<file path="config.mk">
export PLATFORM = sky130hd
export DESIGN_NAME = spi_reg_port
export DESIGN_NICKNAME = d
export VERILOG_FILES = /design/src/rtl/spi_reg_pkg.sv /design/src/rtl/spi_pin_sync.sv /design/src/rtl/spi_reg_bank.sv /design/src/rtl/spi_frame_ctrl.sv /design/src/rtl/spi_reg_port.sv
export SDC_FILE = /design/constraint.sdc
export NUM_CORES = 1
export LEC_CHECK = 0
export BUFFER_PORTS_ARGS = -buffer_cell sky130_fd_sc_hd__buf_2
export CORE_MARGIN = 2
export CORE_UTILIZATION = 64
export DETAILED_ROUTE_END_ITERATION = 12
export PLACE_DENSITY = 0.79
export SLEW_MARGIN = 15
export SYNTH_ARGS = -nofsm -noshare
export SYNTH_HDL_FRONTEND = slang
export SYNTH_SLANG_ARGS = --single-unit
</file>
<file path="constraint.sdc">
create_clock -name clk -period 3 [get_ports clk]
set_clock_uncertainty 0.05 [all_clocks]
set_input_delay 0.15 -clock clk [delete_from_list [all_inputs] [get_ports clk]]
set_output_delay 0.15 -clock clk [all_outputs]
set_load 0.01 [all_outputs]
</file>
<file path="src/rtl/spi_reg_pkg.sv">
package spi_reg_pkg;

  typedef enum logic [1:0] {
    PH_INSTR = 2'd0,
    PH_WRITE = 2'd1,
    PH_READ  = 2'd2,
    PH_DONE  = 2'd3
  } phase_t;

  // configuration register location and its control bits
  localparam int CFG_ADDR      = 0;
  localparam int CFG_ORDER_BIT = 6;
  localparam int CFG_SRST_BIT  = 5;

  // default contents of register idx (register 0 resets to zero)
  function automatic logic [31:0] reg_default(input int idx);
    logic [31:0] v;
    if (idx == CFG_ADDR) v = 32'h0;
    else v = ((idx * 7) & 32'hFF) ^ 32'h5A;
    return v;
  endfunction

endpackage

</file>
<file path="src/rtl/spi_pin_sync.sv">
module spi_pin_sync #(
  parameter int W = 1,
  parameter int STAGES = 2,
  parameter logic [W-1:0] RST_VAL = '0
) (
  input  logic         clk,
  input  logic         rst,
  input  logic [W-1:0] d,
  output logic [W-1:0] q
);

  logic [W-1:0] pipe [STAGES];

  always_ff @(posedge clk) begin
    if (rst) begin
      for (int s = 0; s < STAGES; s++) pipe[s] <= RST_VAL;
    end else begin
      pipe[0] <= d;
      for (int s = 1; s < STAGES; s++) pipe[s] <= pipe[s-1];
    end
  end

  assign q = pipe[STAGES-1];

endmodule

</file>
<file path="src/rtl/spi_reg_bank.sv">
module spi_reg_bank
  import spi_reg_pkg::*;
#(
  parameter int ADDR_W = 5,
  parameter int DATA_W = 8
) (
  input  logic              clk,
  input  logic              rst,
  input  logic              wr_en,
  input  logic [ADDR_W-1:0] wr_addr,
  input  logic [DATA_W-1:0] wr_data,
  input  logic [ADDR_W-1:0] rd_addr,
  output logic [DATA_W-1:0] rd_data,
  output logic              lsb_first
);

  localparam int DEPTH = 1 << ADDR_W;
  localparam logic [DATA_W-1:0] SRST_MASK = DATA_W'(1) << CFG_SRST_BIT;

  logic [DATA_W-1:0] mem [DEPTH];

  always_ff @(posedge clk) begin
    if (rst) begin
      for (int i = 0; i < DEPTH; i++) mem[i] <= DATA_W'(reg_default(i));
    end else if (wr_en) begin
      if (wr_addr == ADDR_W'(CFG_ADDR)) begin
        // soft-reset bit is self-clearing; the config register keeps the rest
        mem[CFG_ADDR] <= wr_data & ~SRST_MASK;
        if (wr_data[CFG_SRST_BIT]) begin
          for (int i = 1; i < DEPTH; i++) mem[i] <= DATA_W'(reg_default(i));
        end
      end else begin
        mem[wr_addr] <= wr_data;
      end
    end
  end

  assign rd_data   = mem[rd_addr];
  assign lsb_first = mem[CFG_ADDR][CFG_ORDER_BIT];

endmodule

</file>
<file path="src/rtl/spi_frame_ctrl.sv">
module spi_frame_ctrl
  import spi_reg_pkg::*;
#(
  parameter int ADDR_W = 5,
  parameter int CNT_W  = 2,
  parameter int DATA_W = 8
) (
  input  logic              clk,
  input  logic              rst,
  input  logic              cs_act,
  input  logic              sclk_rise,
  input  logic              sclk_fall,
  input  logic              sdi,
  input  logic              lsb_first,
  input  logic [DATA_W-1:0] rd_data,
  output logic [ADDR_W-1:0] cur_addr,
  output logic              wr_en,
  output logic [ADDR_W-1:0] wr_addr,
  output logic [DATA_W-1:0] wr_data,
  output logic              sdo,
  output logic              sdo_en,
  output logic              in_data
);

  localparam int INSTR_W = 1 + CNT_W + ADDR_W;
  localparam int MAX_W   = (INSTR_W > DATA_W) ? INSTR_W : DATA_W;
  localparam int BIT_W   = $clog2(MAX_W);
  localparam logic [BIT_W-1:0]  INSTR_LAST = BIT_W'(INSTR_W - 1);
  localparam logic [BIT_W-1:0]  DATA_LAST  = BIT_W'(DATA_W - 1);
  localparam logic [ADDR_W-1:0] TOP_ADDR   = '1;

  phase_t             phase;
  logic [BIT_W-1:0]   bit_cnt;
  logic [CNT_W-1:0]   left;
  logic [INSTR_W-1:0] instr_sh, instr_nx;
  logic [DATA_W-1:0]  data_sh, data_nx;
  logic [DATA_W-1:0]  rd_byte, out_src;
  logic [BIT_W-1:0]   out_idx;
  logic               dec_rw;
  logic [CNT_W-1:0]   dec_cnt;
  logic [ADDR_W-1:0]  dec_addr;
  logic               order_after;

  function automatic logic [ADDR_W-1:0] step_addr(input logic [ADDR_W-1:0] a,
                                                  input logic up);
    logic [ADDR_W-1:0] r;
    if (up) r = (a == TOP_ADDR) ? a : a + 1'b1;
    else    r = (a == '0) ? a : a - 1'b1;
    return r;
  endfunction

  always_comb begin
    // shift toward the field layout so both orders decode identically
    if (lsb_first) begin
      instr_nx = {sdi, instr_sh[INSTR_W-1:1]};
      data_nx  = {sdi, data_sh[DATA_W-1:1]};
    end else begin
      instr_nx = {instr_sh[INSTR_W-2:0], sdi};
      data_nx  = {data_sh[DATA_W-2:0], sdi};
    end
    dec_rw   = instr_nx[INSTR_W-1];
    dec_cnt  = instr_nx[INSTR_W-2 -: CNT_W];
    dec_addr = instr_nx[ADDR_W-1:0];
    // a completed config write decides the next step direction at once
    order_after = (cur_addr == ADDR_W'(CFG_ADDR)) ? data_nx[CFG_ORDER_BIT] : lsb_first;
    out_src = (bit_cnt == '0) ? rd_data : rd_byte;
    out_idx = lsb_first ? bit_cnt : DATA_LAST - bit_cnt;
  end

  always_ff @(posedge clk) begin
    if (rst) begin
      phase    <= PH_INSTR;
      bit_cnt  <= '0;
      left     <= '0;
      cur_addr <= '0;
      instr_sh <= '0;
      data_sh  <= '0;
      rd_byte  <= '0;
      wr_en    <= 1'b0;
      wr_addr  <= '0;
      wr_data  <= '0;
      sdo      <= 1'b0;
      sdo_en   <= 1'b0;
    end else begin
      wr_en <= 1'b0;
      if (!cs_act) begin
        phase   <= PH_INSTR;
        bit_cnt <= '0;
        sdo_en  <= 1'b0;
      end else begin
        unique case (phase)
          PH_INSTR: begin
            if (sclk_rise) begin
              instr_sh <= instr_nx;
              if (bit_cnt == INSTR_LAST) begin
                bit_cnt  <= '0;
                left     <= dec_cnt;
                cur_addr <= dec_addr;
                phase    <= dec_rw ? PH_READ : PH_WRITE;
              end else begin
                bit_cnt <= bit_cnt + 1'b1;
              end
            end
          end
          PH_WRITE: begin
            if (sclk_rise) begin
              data_sh <= data_nx;
              if (bit_cnt == DATA_LAST) begin
                bit_cnt  <= '0;
                wr_en    <= 1'b1;
                wr_addr  <= cur_addr;
                wr_data  <= data_nx;
                cur_addr <= step_addr(cur_addr, order_after);
                if (left == '0) phase <= PH_DONE;
                else left <= left - 1'b1;
              end else begin
                bit_cnt <= bit_cnt + 1'b1;
              end
            end
          end
          PH_READ: begin
            if (sclk_fall) begin
              sdo_en <= 1'b1;
              sdo    <= out_src[out_idx];
              if (bit_cnt == '0) rd_byte <= rd_data;
            end else if (sclk_rise) begin
              if (bit_cnt == DATA_LAST) begin
                bit_cnt  <= '0;
                cur_addr <= step_addr(cur_addr, lsb_first);
                if (left == '0) begin
                  phase  <= PH_DONE;
                  sdo_en <= 1'b0;
                end else begin
                  left <= left - 1'b1;
                end
              end else begin
                bit_cnt <= bit_cnt + 1'b1;
              end
            end
          end
          default: sdo_en <= 1'b0;
        endcase
      end
    end
  end

  assign in_data = (phase == PH_WRITE) || (phase == PH_READ);

endmodule

</file>
<file path="src/rtl/spi_reg_port.sv">
module spi_reg_port #(
  parameter int ADDR_W      = 5,
  parameter int CNT_W       = 2,
  parameter int DATA_W      = 8,
  parameter int SYNC_STAGES = 2
) (
  input  logic clk,
  input  logic rst,
  input  logic spi_sclk,
  input  logic spi_cs_n,
  input  logic spi_sdi,
  output logic spi_sdo,
  output logic spi_sdo_en
);

  logic [2:0]        pins_q;
  logic              cs_act, sclk_q, sclk_d, sdi_q;
  logic              sclk_rise, sclk_fall;
  logic              lsb_first;
  logic [ADDR_W-1:0] cur_addr, wr_addr;
  logic [DATA_W-1:0] wr_data, rd_data;
  logic              wr_en, in_data;

  spi_pin_sync #(
    .W(3), .STAGES(SYNC_STAGES), .RST_VAL(3'b100)
  ) u_sync (
    .clk(clk), .rst(rst),
    .d({spi_cs_n, spi_sclk, spi_sdi}),
    .q(pins_q)
  );

  assign cs_act = ~pins_q[2];
  assign sclk_q = pins_q[1];
  assign sdi_q  = pins_q[0];

  always_ff @(posedge clk) begin
    if (rst) sclk_d <= 1'b0;
    else     sclk_d <= sclk_q;
  end

  assign sclk_rise = sclk_q & ~sclk_d;
  assign sclk_fall = ~sclk_q & sclk_d;

  spi_frame_ctrl #(
    .ADDR_W(ADDR_W), .CNT_W(CNT_W), .DATA_W(DATA_W)
  ) u_ctrl (
    .clk(clk), .rst(rst),
    .cs_act(cs_act), .sclk_rise(sclk_rise), .sclk_fall(sclk_fall),
    .sdi(sdi_q), .lsb_first(lsb_first), .rd_data(rd_data),
    .cur_addr(cur_addr), .wr_en(wr_en), .wr_addr(wr_addr), .wr_data(wr_data),
    .sdo(spi_sdo), .sdo_en(spi_sdo_en), .in_data(in_data)
  );

  spi_reg_bank #(
    .ADDR_W(ADDR_W), .DATA_W(DATA_W)
  ) u_bank (
    .clk(clk), .rst(rst),
    .wr_en(wr_en), .wr_addr(wr_addr), .wr_data(wr_data),
    .rd_addr(cur_addr), .rd_data(rd_data), .lsb_first(lsb_first)
  );

endmodule

</file>
==> results.sh, run 1 <==
export IMPL_drv_cap=0
export IMPL_fin_ws_ps=151
export IMPL_crit_fanout=15
export IMPL_final_cell_area_mm2=0.0170
export IMPL_cts_tree="yes"
export IMPL_cts_made_buffers=31
export IMPL_rr_worst_depth=8
export IMPL_synth_xor_area_share_pct=0.115
export IMPL_dieHeight_um=158
export IMPL_setup_viol=0
export IMPL_vias=10500
export IMPL_startpoint_type="flop"
export IMPL_multi_input_area_mm2=0.00567
export IMPL_ys_warn_count=0
export IMPL_ir_worst_vdd_mv=0.643
export IMPL_start_util_pct=65.0
export IMPL_p_per_area_mw_per_mm2=548
export IMPL_postRouteAntennaNets=0
export IMPL_fp_dieW_um=158
export IMPL_finalHoldViolCount=0
export IMPL_drv_slew=0
export IMPL_status="finished, final reports clean"
export IMPL_cp_endpoint="u_ctrl.sdo"
export IMPL_cp_data_required_time_ps=3360
export IMPL_setup_tns_ps=0
export IMPL_clock_latency_ps=560
export IMPL_drive_gt1_share_pct=17.0
export IMPL_synth_edf_count=256
export IMPL_synth_top_family_by_area="simple AND/OR/NAND/NOR gates"
export IMPL_r2r_end="u_ctrl.sdo"
export IMPL_ys_seq_area_share_pct=58.9
export IMPL_diodes=0
export IMPL_place_area_mm2=0.0158
export IMPL_dp_slack_ps=245
export IMPL_crit_type="reg -> reg"
export IMPL_fin_crit_ps=2850
export IMPL_synth_area_mm2=0.0152
export IMPL_core_mm2=0.0234
export IMPL_rrSetupSlack_ps=150
export IMPL_finalCritPeriodShare_pct=95.0
export IMPL_avgRoutedWirePerCell_um=26.0
export IMPL_muxShareOfSynthArea_pct=11.6
export IMPL_fmax_mhz=351
export IMPL_tightest_slew_ps=1090
export IMPL_clock_sinks=320
export IMPL_postCtsSetupBuffers=0
export IMPL_viasPerCell=6.74
export IMPL_final_core_util_pct=72.5
export IMPL_synth_adder_area_share_pct=0.987
export IMPL_area_growth_pct=11.5
export IMPL_total_power_mw=9.30
export IMPL_placed_cells=1495
export IMPL_synth_area_per_cell_um2=12.7
export IMPL_drt_iter0_markers=1402
export IMPL_grt_pass1_vias=9975
export IMPL_rsz0062_at_grt="no"
export IMPL_dieArea_mm2=0.0250
export IMPL_grt_max_degree=57
export IMPL_hold_ws_ps=213
export IMPL_grt_first_pass_wirelength_um=60500
export IMPL_io_pins=7
export IMPL_dp_hpwl_um=26300
export IMPL_place_gp_congestion=0.985
export IMPL_syn_inst=1199
export IMPL_async_reset_ff_share_pct=0
export IMPL_totalWireLength_um=40400
export IMPL_cts_root_buffer="clkbuf_16"
export IMPL_fin_cells=1555
export IMPL_nets=1229
export IMPL_port_buffers=6
export IMPL_grt_ovfl_total=0
export IMPL_ys_types=70
export IMPL_rows=56
export IMPL_crit_path_end_kind="flop"
export IMPL_synth_compound_area_share_pct=6.75
export IMPL_ys_seq_elements=320
export IMPL_regArea_mm2=0.00897
export IMPL_p_leak_nw=5.31
export IMPL_hp_class="in -> reg"
export IMPL_slew_headroom_pct=26.7
export IMPL_clk_pin_slew_ps=60
export IMPL_critical_path_arrival_ps=3210
export IMPL_clockBufferDepth=3
export IMPL_track_usage_pct=32.9
export IMPL_fillers=1557
export IMPL_synth_simple_area_share_pct=17.8
export IMPL_antenna_found_initial=1
export IMPL_syn_num_nets=1216
export IMPL_synth_top_flop_cell="edfxtp_1"
export IMPL_htreeDepth=1
export IMPL_drc=0
export IMPL_drt_pass1_iterations=8
## registers in the layout, indices dropped and copies added, names as in the netlist, named ones only
name and cells:
sclk_d 1, u_bank.mem 256, u_ctrl.bit_cnt 3, u_ctrl.cur_addr 5
u_ctrl.data_sh 8, u_ctrl.instr_sh 8, u_ctrl.left 2, u_ctrl.phase 2
u_ctrl.rd_byte 8, u_ctrl.sdo 1, u_ctrl.sdo_en 1, u_ctrl.wr_addr 5
u_ctrl.wr_data 8, u_ctrl.wr_en 1, u_sync.pipe 6
## timing repair
action                                 in CTS  in global routing
gates resized for setup                     0                  0
hold buffers                                3                  0
setup endpoints to repair                   0                  0
endpoints found under the hold margin       3                  0
## worst max-delay path: stages (launching register included)
cell,delay [ps]
dfxtp_4,590
buf_12,210
mux4_2,530
a221oi_1,440
nand3_1,130
a21oi_1,260
o221ai_1,190
nor3b_2,220
nor4_2,60
## worst min path at each step
stage	cells past startpoint	from	endpoint	slack (ps)
3_3_place_gp	2	spi_cs_n	u_sync.pipe[0][2]	290
3_5_place_dp	2	spi_cs_n	u_sync.pipe[0][2]	290
5_1_grt	3	rst	u_ctrl.rd_byte[5]	250
4_1_cts	3	rst	u_ctrl.wr_addr[4]	200
2_1_floorplan	1	spi_cs_n	u_sync.pipe[0][2]	200
6_report	3	rst	u_sync.pipe[0][3]	210
## layout by cell type, fill, tap and decap left out, types with 29 or more instances in the layout
master	n
or3_1	112
mux2i_1	36
o21ai_0	36
a211oi_1	30
dfxtp_1	62
a21oi_1	29
buf_4	77
clkbuf_16	31
and2_1	101
mux4_2	47
edfxtp_1	256
nand2_1	46
nor2_1	89
## logic make-up after synthesis
| logic type | after synthesis |
|---|---|
| simple gates | 483 |
| compound gates | 157 |
| fa+ha+maj | 12 |
| other cells | 1 |
| flops | 320 |
| mux | 96 |
| buf+inv | 128 |
| xor+xnor | 2 |
## area by class of cell
class / instances / area share [%]
multi-input combinational: 751 / 33.4
clock inverter: 21 / 1.72
clock buffer: 36 / 4.80
timing repair buffer: 92 / 4.47
tap: 319 / 2.35
inverter: 16 / 0.354
sequential: 320 / 52.9
## cells in the mapped netlist (15+ instances only)
master    instances  area [um^2]
o21ai_0          40          200
nand3_1          21          105
and3_1           21          131
dfxtp_1          64         1280
nor3_1           22          110
or3_1           112          701
edfxtp_1        256         7690
inv_1            15         56.3
nand2_1          46          173
and2_1          101          632
a211oi_1         30          225
a21oi_1          29          145
clkbuf_1         84          315
nor2b_1          16          100
mux2i_1          36          360
mux4_2           47         1060
nor2_1           89          334
## per-layer routing
metal  wire (um)  up-vias  GRT usage [%]  share of wire [%]
met5          14        -              0              0.035
met4        1530        2           11.1                3.8
met3        4400      116           6.43                 11
met2       19000      687           53.2                 47
met1       15400     5110           45.1                 38
li1            -     4561              -                  -
## power by group
part / total, mW / switching (mW) / internal (mW)
logic: 0.216 / 0.140 / 0.0753
registers: 4.88 / 0.0336 / 4.84
clock network: 4.21 / 1.67 / 2.54
Power figures use the tool's default switching activity.
==> run 2: changes to the inputs <==
- RECOVER_POWER: unset -> 50
==> run 2 against run 1 <==
Non-clock buffer count did not move. Critical path depth did not move. Critical path type unchanged. Combinational power fell by 2%.
==> results.sh, run 2 (synthesized netlist as in run 1, its figures left out) <==
export IMPL_grt_first_pass_wirelength_um=60500
export IMPL_p_leak_nw=5.19
export IMPL_hp_class="in -> reg"
export IMPL_crit_type="reg -> reg"
export IMPL_startpoint_type="flop"
export IMPL_drt_iter0_markers=1301
export IMPL_viasPerCell=6.74
export IMPL_io_pins=7
export IMPL_clock_sinks=320
export IMPL_ir_worst_vdd_mv=0.645
export IMPL_drv_cap=0
export IMPL_largest_register_ff_count=256
export IMPL_hold_ws_ps=267
export IMPL_hold_depth=3
export IMPL_final_core_util_pct=72.2
export IMPL_drive_gt1_share_pct=15.3
export IMPL_whs_endpoint="u_sync.pipe[0][3]"
export IMPL_hp_start="rst"
export IMPL_rrSetupSlack_ps=170
export IMPL_fin_crit_ps=2830
export IMPL_start_util_pct=65.0
export IMPL_postRouteAntennaNets=0
export IMPL_place_gp_congestion=0.985
export IMPL_drt_pass1_iterations=6
export IMPL_htreeDepth=1
export IMPL_diodes=0
export IMPL_drc=0
export IMPL_critical_path_arrival_ps=3200
export IMPL_slew_headroom_pct=25.4
export IMPL_path_cells="buf_12 -> mux4_2 -> a221oi_1 -> nand3_1 -> a21oi_1 -> o221ai_1 -> nor3b_2 -> nor4_2"
export IMPL_grt_pass1_vias=9975
export IMPL_rr_worst_depth=8
export IMPL_postCtsSetupBuffers=0
export IMPL_vias=10500
export IMPL_clockBufferDepth=3
export IMPL_setup_viol=0
export IMPL_p_per_area_mw_per_mm2=550
export IMPL_fin_cells=1555
export IMPL_avgRoutedWirePerCell_um=25.9
export IMPL_r2r_end="u_ctrl.sdo"
export IMPL_dieArea_mm2=0.0250
export IMPL_fmax_mhz=353
export IMPL_grt_ovfl_total=0
export IMPL_crit_fanout=15
export IMPL_port_buffers=6
export IMPL_track_usage_pct=32.9
export IMPL_fp_dieW_um=158
export IMPL_rows=56
export IMPL_dp_hpwl_um=26300
export IMPL_area_growth_pct=11.0
export IMPL_finalCritPeriodShare_pct=94.4
export IMPL_status="finished, final reports clean"
export IMPL_clk_pin_slew_ps=60
export IMPL_grt_max_degree=57
export IMPL_cpMaxStageDelayCell="dfxtp_4"
export IMPL_cts_root_buffer="clkbuf_16"
export IMPL_setup_tns_ps=0
export IMPL_layout_commonest_cell="edfxtp_1"
export IMPL_nets=1229
export IMPL_placed_cells=1495
export IMPL_cts_made_buffers=31
export IMPL_clock_latency_ps=560
export IMPL_final_cell_mix="256 x edfxtp_1, 112 x or3_1, 89 x nor2_1"
export IMPL_path_buf_inv=1
export IMPL_tightest_slew_ps=1110
export IMPL_totalWireLength_um=40300
export IMPL_cp_data_required_time_ps=3370
export IMPL_drv_slew=0
export IMPL_dieHeight_um=158
export IMPL_critPathTopFamily="compound AO/OA/AOI/OAI gates"
export IMPL_core_mm2=0.0234
export IMPL_worst_path_largest_cell_delay_ps=600
export IMPL_antenna_found_initial=1
export IMPL_regMostFlops="u_bank.mem"
export IMPL_cts_tree="yes"
export IMPL_finalHoldViolCount=0
export IMPL_crit_path_end_kind="flop"
export IMPL_rsz0062_at_grt="no"
[run 2: cell types whose count changed in the layout (fill, tap and decap cells not counted)]
cell / before / now
and2_1: 101 / 54
buf_4: 77 / 59
buf_2: 6 / 3
clkbuf_1: 3 / 24
and2_0: 1 / 48
[run 2: routing by layer]
layer	vias to the layer above	wire length [um]	track usage (%)
met3	125	4320	6.43
met2	665	19000	53.2
met4	2	1600	11.1
met5	-	14	0
met1	5141	15400	45.1
li1	4555	-	-
[run 2: power by group]
part	internal [mW]	switching (mW)	leakage [nW]
combinational	0.0716	0.140	1.90
clock	2.54	1.67	0.537
sequential	4.84	0.0335	2.75
[run 2: stage by stage]
step	area, um^2	power (mW)	setup WS, ps
after detailed placement	15800	5.18	245
final	16900	9.30	167
after global placement	15800	5.17	339
after floorplan	15200	5.08	628
after CTS	17000	9.31	215
after global routing	16900	9.48	76.3
[run 2: what timing repair did]
action	4_1_cts	5_1_grt
hold buffers	3	0
endpoints found under the hold margin	3	0
resized for setup	0	0
[run 2: worst min-delay path, cell delays in order]
cell and delay (ps):
clkbuf_1 160, buf_4 360, nor2b_1 160
[run 2: worst max path at each step]
stage          slack [ps]  depth (start not counted)           endpoint         start
2_1_floorplan         630                          6  u_bank.mem[13][0]  u_ctrl.wr_en
3_3_place_gp          340                          8         u_ctrl.sdo          flop
3_5_place_dp          240                          8         u_ctrl.sdo          flop
4_1_cts               210                          8         u_ctrl.sdo          flop
5_1_grt                80                          4  u_bank.mem[15][1]  u_ctrl.wr_en
6_report              170                          8         u_ctrl.sdo          flop
[run 2: area by class of cell]
type,instances,area (um^2)
Timing Repair Buffer,92,687
Multi-Input combinational cell,751,5670
Sequential cell,320,8970
Tap cell,319,399
Clock inverter,21,292
Inverter,16,60.1
Fill cell,1576,6500
Clock buffer,36,815
